$ cat config.mk
export PLATFORM = sky130hd
export DESIGN_NAME = core_pwr_seq
export DESIGN_NICKNAME = d
export VERILOG_FILES = /design/src/rtl/core_pwr_seq.sv
export SDC_FILE = /design/constraint.sdc
export NUM_CORES = 1
export LEC_CHECK = 0
export ABC_AREA = 1
export BUFFER_PORTS_ARGS = -buffer_cell sky130_fd_sc_hd__buf_2
export CAP_MARGIN = 20
export CORE_MARGIN = 2
export CORE_UTILIZATION = 38
export CTS_CLUSTER_DIAMETER = 50
export CTS_CLUSTER_SIZE = 40
export DETAILED_ROUTE_END_ITERATION = 10
export PLACE_DENSITY = 0.51
export SYNTH_ARGS = -nofsm -noshare
export SYNTH_HDL_FRONTEND = slang
export SYNTH_SLANG_ARGS = --single-unit
$ cat constraint.sdc
create_clock -name clk -period 5.2 [get_ports clk]
set_input_delay 0.26 -clock clk [delete_from_list [all_inputs] [get_ports clk]]
set_output_delay 0.26 -clock clk [all_outputs]
set_load 0.005 [all_outputs]
$ cat src/rtl/core_pwr_seq.sv
module core_pwr_seq #(
  parameter int CLK_MHZ      = 200,
  parameter int NBANKS       = 20,
  parameter int SETTLE_CYC   = CLK_MHZ,
  parameter int BANK_OFF_CYC = CLK_MHZ * 1000,
  parameter int POLL_GAP     = CLK_MHZ,
  parameter int POLL_MAX     = 200
) (
  input  logic              clk,
  input  logic              rst_n,
  input  logic              up_req,
  input  logic              down_req,
  input  logic              clk_off,
  input  logic              hs_ack,
  output logic              finished,
  output logic              fault,
  output logic              dom_rst,
  output logic              core_rst,
  output logic              bus_rst,
  output logic              core_hold,
  output logic              ref_clk_en,
  output logic              hs_on,
  output logic              ldo_bypass,
  output logic              mem_clamp,
  output logic              wl_clamp,
  output logic              io_clamp,
  output logic              ret_n,
  output logic              stby_n,
  output logic              core_clk_en,
  output logic [NBANKS-1:0] bank_on
);

  localparam int MAXW = (SETTLE_CYC > BANK_OFF_CYC) ?
                        ((SETTLE_CYC > POLL_GAP) ? SETTLE_CYC : POLL_GAP) :
                        ((BANK_OFF_CYC > POLL_GAP) ? BANK_OFF_CYC : POLL_GAP);
  localparam int CW = $clog2(MAXW + 1);
  localparam int PW = $clog2(POLL_MAX + 1);
  localparam int IW = (NBANKS > 1) ? $clog2(NBANKS) : 1;

  typedef enum logic [4:0] {
    IDLE, U_RST, U_POLL, U_SETTLE, U_MEM, U_RET, U_BANK, U_WL, U_IO, U_CRST,
    U_CCLK, U_GO, D_CLK, D_IO, D_STBY, D_RET, D_BANK, D_MEM, D_HS, D_POLL
  } st_t;

  st_t           st;
  logic [CW-1:0] cnt;
  logic [PW-1:0] polls;
  logic [IW-1:0] idx;

  wire gap_hit    = (cnt == CW'(POLL_GAP - 1));
  wire settle_hit = (cnt == CW'(SETTLE_CYC - 1));
  wire off_hit    = (cnt == CW'(BANK_OFF_CYC - 1));
  wire last_poll  = (polls == PW'(POLL_MAX - 1));

  always_ff @(posedge clk or negedge rst_n) begin
    if (!rst_n) begin
      st <= IDLE; cnt <= '0; polls <= '0; idx <= '0;
      finished <= 1'b0; fault <= 1'b0;
      dom_rst <= 1'b1; core_rst <= 1'b1; bus_rst <= 1'b1; core_hold <= 1'b1;
      ref_clk_en <= 1'b0; hs_on <= 1'b0; ldo_bypass <= 1'b0;
      mem_clamp <= 1'b1; wl_clamp <= 1'b1; io_clamp <= 1'b1;
      ret_n <= 1'b0; stby_n <= 1'b0; core_clk_en <= 1'b0; bank_on <= '0;
    end else begin
      case (st)
        IDLE: begin
          if (up_req) begin
            st <= U_RST; finished <= 1'b0; fault <= 1'b0;
          end else if (down_req) begin
            st <= D_CLK; finished <= 1'b0; fault <= 1'b0;
          end
        end
        U_RST: begin
          core_rst <= 1'b1; bus_rst <= 1'b1; core_hold <= 1'b1;
          dom_rst <= 1'b0; ref_clk_en <= 1'b1;
          cnt <= '0; polls <= '0; st <= U_POLL;
        end
        U_POLL: begin
          if (gap_hit) begin
            cnt <= '0;
            if (!clk_off) begin
              hs_on <= 1'b1; st <= U_SETTLE;
            end else if (last_poll) begin
              fault <= 1'b1; st <= IDLE;
            end else polls <= polls + 1'b1;
          end else cnt <= cnt + 1'b1;
        end
        U_SETTLE: begin
          if (settle_hit) begin
            ldo_bypass <= 1'b1; cnt <= '0; st <= U_MEM;
          end else cnt <= cnt + 1'b1;
        end
        U_MEM: begin mem_clamp <= 1'b0; st <= U_RET; end
        U_RET: begin
          stby_n <= 1'b1; ret_n <= 1'b1;
          idx <= IW'(NBANKS - 1); cnt <= '0; st <= U_BANK;
        end
        U_BANK: begin
          if (cnt == '0) bank_on[idx] <= 1'b1;
          if (settle_hit) begin
            cnt <= '0;
            if (idx == '0) st <= U_WL;
            else idx <= idx - 1'b1;
          end else cnt <= cnt + 1'b1;
        end
        U_WL:   begin wl_clamp <= 1'b0; st <= U_IO; end
        U_IO:   begin io_clamp <= 1'b0; st <= U_CRST; end
        U_CRST: begin core_rst <= 1'b0; st <= U_CCLK; end
        U_CCLK: begin core_clk_en <= 1'b1; st <= U_GO; end
        U_GO:   begin core_hold <= 1'b0; finished <= 1'b1; st <= IDLE; end
        D_CLK:  begin core_clk_en <= 1'b0; st <= D_IO; end
        D_IO:   begin io_clamp <= 1'b1; st <= D_STBY; end
        D_STBY: begin stby_n <= 1'b0; st <= D_RET; end
        D_RET:  begin ret_n <= 1'b0; idx <= '0; cnt <= '0; st <= D_BANK; end
        D_BANK: begin
          if (cnt == '0) bank_on[idx] <= 1'b0;
          if (off_hit) begin
            cnt <= '0;
            if (idx == IW'(NBANKS - 1)) st <= D_MEM;
            else idx <= idx + 1'b1;
          end else cnt <= cnt + 1'b1;
        end
        D_MEM: begin mem_clamp <= 1'b1; st <= D_HS; end
        D_HS:  begin hs_on <= 1'b0; cnt <= '0; polls <= '0; st <= D_POLL; end
        D_POLL: begin
          if (gap_hit) begin
            cnt <= '0;
            if (!hs_ack) begin
              dom_rst <= 1'b1; core_rst <= 1'b1; finished <= 1'b1; st <= IDLE;
            end else if (last_poll) begin
              fault <= 1'b1; st <= IDLE;
            end else polls <= polls + 1'b1;
          end else cnt <= cnt + 1'b1;
        end
        default: st <= IDLE;
      endcase
    end
  end


  bank_step_chk: assert property (@(posedge clk) disable iff (!rst_n)
    $countones(bank_on ^ $past(bank_on)) <= 1);


  bank_add_chk: assert property (@(posedge clk) disable iff (!rst_n)
    ($countones(bank_on) > $countones($past(bank_on))) |->
      (ret_n && stby_n && !mem_clamp && hs_on));


  bank_drop_chk: assert property (@(posedge clk) disable iff (!rst_n)
    ($countones(bank_on) < $countones($past(bank_on))) |->
      (!ret_n && !stby_n && io_clamp && !core_clk_en));


  hs_rise_chk: assert property (@(posedge clk) disable iff (!rst_n)
    $rose(hs_on) |-> ($past(!clk_off) && ref_clk_en));


  bypass_chk: assert property (@(posedge clk) disable iff (!rst_n)
    $rose(ldo_bypass) |-> hs_on);


  release_chk: assert property (@(posedge clk) disable iff (!rst_n)
    $fell(core_hold) |-> (core_clk_en && !core_rst && !io_clamp && !wl_clamp));


  dom_rst_chk: assert property (@(posedge clk) disable iff (!rst_n)
    $rose(dom_rst) |-> ($past(!hs_ack) && !hs_on && mem_clamp));


  flags_excl_chk: assert property (@(posedge clk) disable iff (!rst_n)
    !(finished && fault));

endmodule

Word-level counts from Yosys, hierarchy flattened

Index checks and enable logic that the tools add are counted.

Logic and storage cells: 153
Output and inout port bits: 35
Flip-flop bits (word level): 70
Bits of input ports: 6

Add/sub/neg operators: 4
$lt $le $gt $ge: 2
Bitwise operators: 3
Equality and inequality tests: 39
Reduce and logical (&&, ||, !) cells: 32
Mux-type cells: 54

Operators by type and width:

| operator                | count |
|---|---|
| $pmux W5 S19            | 1 |
| $mux W5                 | 16 |
| $pmux W18 S3            | 1 |
| $eq A5 B4 Y1 const B    | 8 |
| $mux W20                | 2 |
| $mux W8                 | 5 |
| $pmux W20 S2            | 1 |
| $mux W18                | 2 |
| $ne A2 B2 Y1 const B    | 15 |
| $eq A5 B5 Y1 const B    | 5 |
| $pmux W8 S3             | 1 |
| $and A20 B20 Y20        | 1 |
| $eq A5 B3 Y1 const B    | 4 |
| $not A20 Y20            | 1 |
| $or A20 B20 Y20         | 1 |
| $pmux W5 S4             | 1 |
| $add A18 B1 Y18 const B | 1 |
| $eq A18 B18 Y1 const B  | 1 |
| $eq A18 B8 Y1 const B   | 1 |
| $logic_not A18 Y1       | 1 |
| $reduce_bool A2 Y1      | 9 |
| $pmux W1 S2             | 8 |
| $reduce_bool A3 Y1      | 5 |
| $mux W1                 | 12 |
| 22 further kinds        | 31 |

Depth between registers and ports, before layout

Word-level depth: 8
Gate-level depth with buffers: 15
Gate-level depth less buffers: 14

Least setup slack after synthesis

OpenSTA, ideal clock, no wires.

Kind: flip-flop to flip-flop
Start point: register st[3]
End point: register idx[4]
Data required time: 5,134 ps
Setup time: 66 ps
Slack: 2,885 ps
Buffers on the path: 1
Clock period less this slack: 2,315 ps
Arrival: 2,249 ps
Cell stages (with the launch flop): 16
Cells stage by stage: dfrtp_1 -> nor2_8 -> nand2_2 -> nor2_8 -> inv_4 -> clkbuf_1 -> fa_1 -> nand2_1 -> inv_1 -> o21ai_0 -> nand2_1 -> nand3_1 -> nand2_1 -> o21ai_0 -> nand2_1 -> nand2_1

Cells in the longest elaborated chain, start to end: 3
Elaborated cells between the ends (all ways): 11
Those cells by class: eq/ne: 8; mux: 1; reduce/logical: 2

Ends and longest elaborated chain:

| element                                                                    | RTL line | RTL |
|---|---|---|
| from (decl)                                                                | 45       | `st_t st;` |
| from (signal assigned)                                                     | 57       | `st <= IDLE; cnt <= '0; polls <= '0; idx <= '0;` |
| from (signal assigned)                                                     | 67       | `st <= U_RST; finished <= 1'b0; fault <= 1'b0;` |
| from (signal assigned)                                                     | 69       | `st <= D_CLK; finished <= 1'b0; fault <= 1'b0;` |
| $eq A5 B5 Y1 (tied with other cells)                                       | 64       | `case (st)` |
| $reduce_bool A4 Y1 (no source line) / $ne A2 B2 Y1 (equally long branches) | n/a      |  |
| $reduce_and A5 Y1 (no source line)                                         | n/a      |  |
| to (signal assigned)                                                       | 102      | `else idx <= idx - 1'b1;` |
| to (signal assigned)                                                       | 119      | `else idx <= idx + 1'b1;` |
| to (decl)                                                                  | 48       | `logic [IW-1:0] idx;` |

Parallel ways exist; a longest one is shown, timed or not.
A chain may end at the register's enable or synchronous reset.

Worst setup path after layout

Same ends and word-level chain as after synthesis.

==> metrics.yaml <==
run_status:
  status: "finished with violations"
  violations: "DRC"
placement:
  place.gp.congestion: 0.907
  dpl.hpwl_mm: 7.87
  io_buffers: 39
power_and_ir_drop:
  power.density_nw_per_um2: 492
  switching_power_uw: 1150
  pwr-share-clk_pct: 22.8
  peakVddDrop_mv: 0.134
  seqPwrFrac_pct: 31.6
  p_leak_uw: 0.00256
  p_comb_share_pct: 45.6
  swShare_pct: 45.6
  power.internal_uw: 1370
worst_setup_path:
  worstPathMaxFanout: 18
  cp_data_arrival_time_ns: 2.72
  path_class: "flop to flop"
  critical_path_required_ns: 5.48
  cp-end-kind: "flop"
  cp-start-kind: "flop"
detailed_routing:
  drt_iter0_markers: 212
  routed_wl_mm: 10.7
  num_vias: 4002
  drtPass1Iterations: 8
  routedWlPerCell_um: 13.1
  drc: 4
  via_per_inst: 4.93
  drtAntennaViolNets: 0
clock_network:
  cts-root-buf: "clkbuf_16"
  numCtsBuffers: 9
  cts_resized: 0
  post_cts_buffers: 0
  hold_buffers: 0
  cts_tree: "done"
  cts_num_sinks: 70
  htree_levels: 3
  clk_path_buf_depth: 2
  clk_pin_slew_ns: 0.05
  clk_latency_ns: 0.34
sta:
  max_clock_freq_mhz: 410
  timing.hold.ws_ns: 0.142
  setup_violations: 0
  hold_viol_final: 0
  min_period_ns: 2.44
  maxSlewViolCount: 0
  maxSlewHeadroom_pct: 40.2
  rsz0062_at_grt: "false"
  clock_skew_ns: 0.00917
  finalCritPeriodShare_pct: 46.9
  tightest_slew_ns: 0.898
  setup_tns_ns: 0
finish:
  diodes: 0
  synthToLayoutAreaGrowth_pct: 12.9
  layout_common_cells: "nand2_1, nor2_1, inv_1"
  final_common_cell: "nand2_1"
  final_net_count: 676
  drive_above_1_share_pct: 16.3
logic_synthesis:
  ys_types: 44
  yosys_warnings: 0
  seq_area_frac_synth_pct: 38.9
  syn_nets: 636
  syn_avg_cell_area_sq_um: 7.26
  syn-instance-count: 623
  ys_seq_elements: 70
  syn-cell-area_sq_um: 4520
grt:
  grt_use_total_pct: 18.3
  grt_overflow: 0
  grt_pass1_vias: 3751
  antenna_found_initial: 0
  grt_max_degree: 71
  grt_pass1_wl_mm: 18.5
hold_path:
  hp-class: "input port to async pin"
die:
  rows: 39
  start_util_pct: 39.3
  fp.dieW_um: 113
  core-area_sq_um: 11500
  ios: 41
  die_h_um: 113
  dieArea_sq_um: 12800
run:
  maxCapViolCount: 0
[kinds of logic (layout without fill, tap and decap cells)]
logic type	count (synthesis)	after routing	share of synthesized area (%)
buffers and inverters	90	135	8.24
xor gates and xnor gates	10	10	1.94
other	1	1	0.0829
AOI/OAI and AO/OA	73	73	9.51
and+or+nand+nor	372	372	39.2
DFF	70	70	38.9
adders and majority gates	7	7	2.10
[final cells by class]
cell class | count | area, sq um
multi-input combinational | 463 | 2390
clock buffer | 14 | 264
fill | 1172 | 6410
tap | 143 | 179
sequential | 70 | 1760
timing repair buffer | 40 | 203
clock inverter | 2 | 10.0
inverter | 79 | 299
[routing by layer]
layer / up-vias / wire length (um) / GRT usage [%]
met5: - / 0 / 0
met4: 0 / 208 / 8.21
met3: 12 / 412 / 3.80
met2: 69 / 4830 / 26.9
met1: 1828 / 5220 / 25.9
li1: 2093 / - / -
[final timing paths]
check,startpoint,to,slack (ns),cells after the start
setup / recovery,st[3]$_DFFE_PN0P_,idx[4]$_DFFE_PN0P_,2.76,14
hold / removal,rst_n,async pin,0.14,2
setup reg to reg,st[3]$_DFFE_PN0P_,idx[4]$_DFFE_PN0P_,2.76,14
hold reg to reg,wl_clamp$_DFFE_PN1P_,wl_clamp$_DFFE_PN1P_,0.44,2
max in group asynchronous,rst_n,polls[7]$_DFFE_PN0P_,4.48,2
min in group clk,clk_off,hs_on$_DFFE_PN0P_,0.38,4
[stage by stage]
stage	worst slack, ns	cell area, sq um	power [uW]	util [%]	instances
global route	2.56	5110	2750	44.3	811
finish	2.76	5110	2510	44.3	811
CTS	2.78	5110	2550	44.3	811
detailed placement	2.80	4830	1960	42.0	795
global placement	2.85	4830	1950	42.0	795
floorplan	2.89	4520	1670	-	623
[power groups by stage]
| stage | Clock, uW | Combinational, uW | Sequential (uW) |
|---|---|---|---|
| after floorplan | 0 | 893 | 776 |
| after detailed placement | 0 | 1160 | 804 |
| after global placement | 0 | 1150 | 801 |
| after CTS | 594 | 1160 | 795 |
| final | 573 | 1150 | 793 |
| after global routing | 619 | 1320 | 812 |
[cells in the mapped netlist (all sizes together)]
library cell  number  area share (%)
nand2            177              15
nor2              94              10
inv               79             6.6
dfrtp             64              35
nand3             56             7.7
o21ai             28             3.3
a21oi             25             2.8
nor3              23             2.5
nand4             16             2.2
o21a              10             1.7
xor2               8             1.5
buf                7             1.3
dfstp              6             3.5
ha                 6             1.7
clkbuf             4            0.33
or2                4            0.61
o211ai             3            0.50
xnor2              2            0.39
a211oi             1            0.17
a21o               1            0.17
a31oi              1            0.14
and3               1            0.14
conb               1           0.083
fa                 1            0.44
nand3b             1            0.17
o2111ai            1            0.19
o21bai             1            0.17
o22ai              1            0.14
o31a               1            0.19
[worst max-delay path, cell delays in order, from the launching register on]
cell and delay [ns]:
dfrtp_1 0.47, nor2_8 0.23, nand2_2 0.13, nor2_8 0.25
inv_4 0.16, fa_1 0.40, nand2_1 0.07, inv_1 0.05
o21ai_0 0.14, nand2_1 0.09, nand3_1 0.09, nand2_1 0.05
o21ai_0 0.14, nand2_1 0.07, nand2_1 0.05
Power figures use the tool's default switching activity.
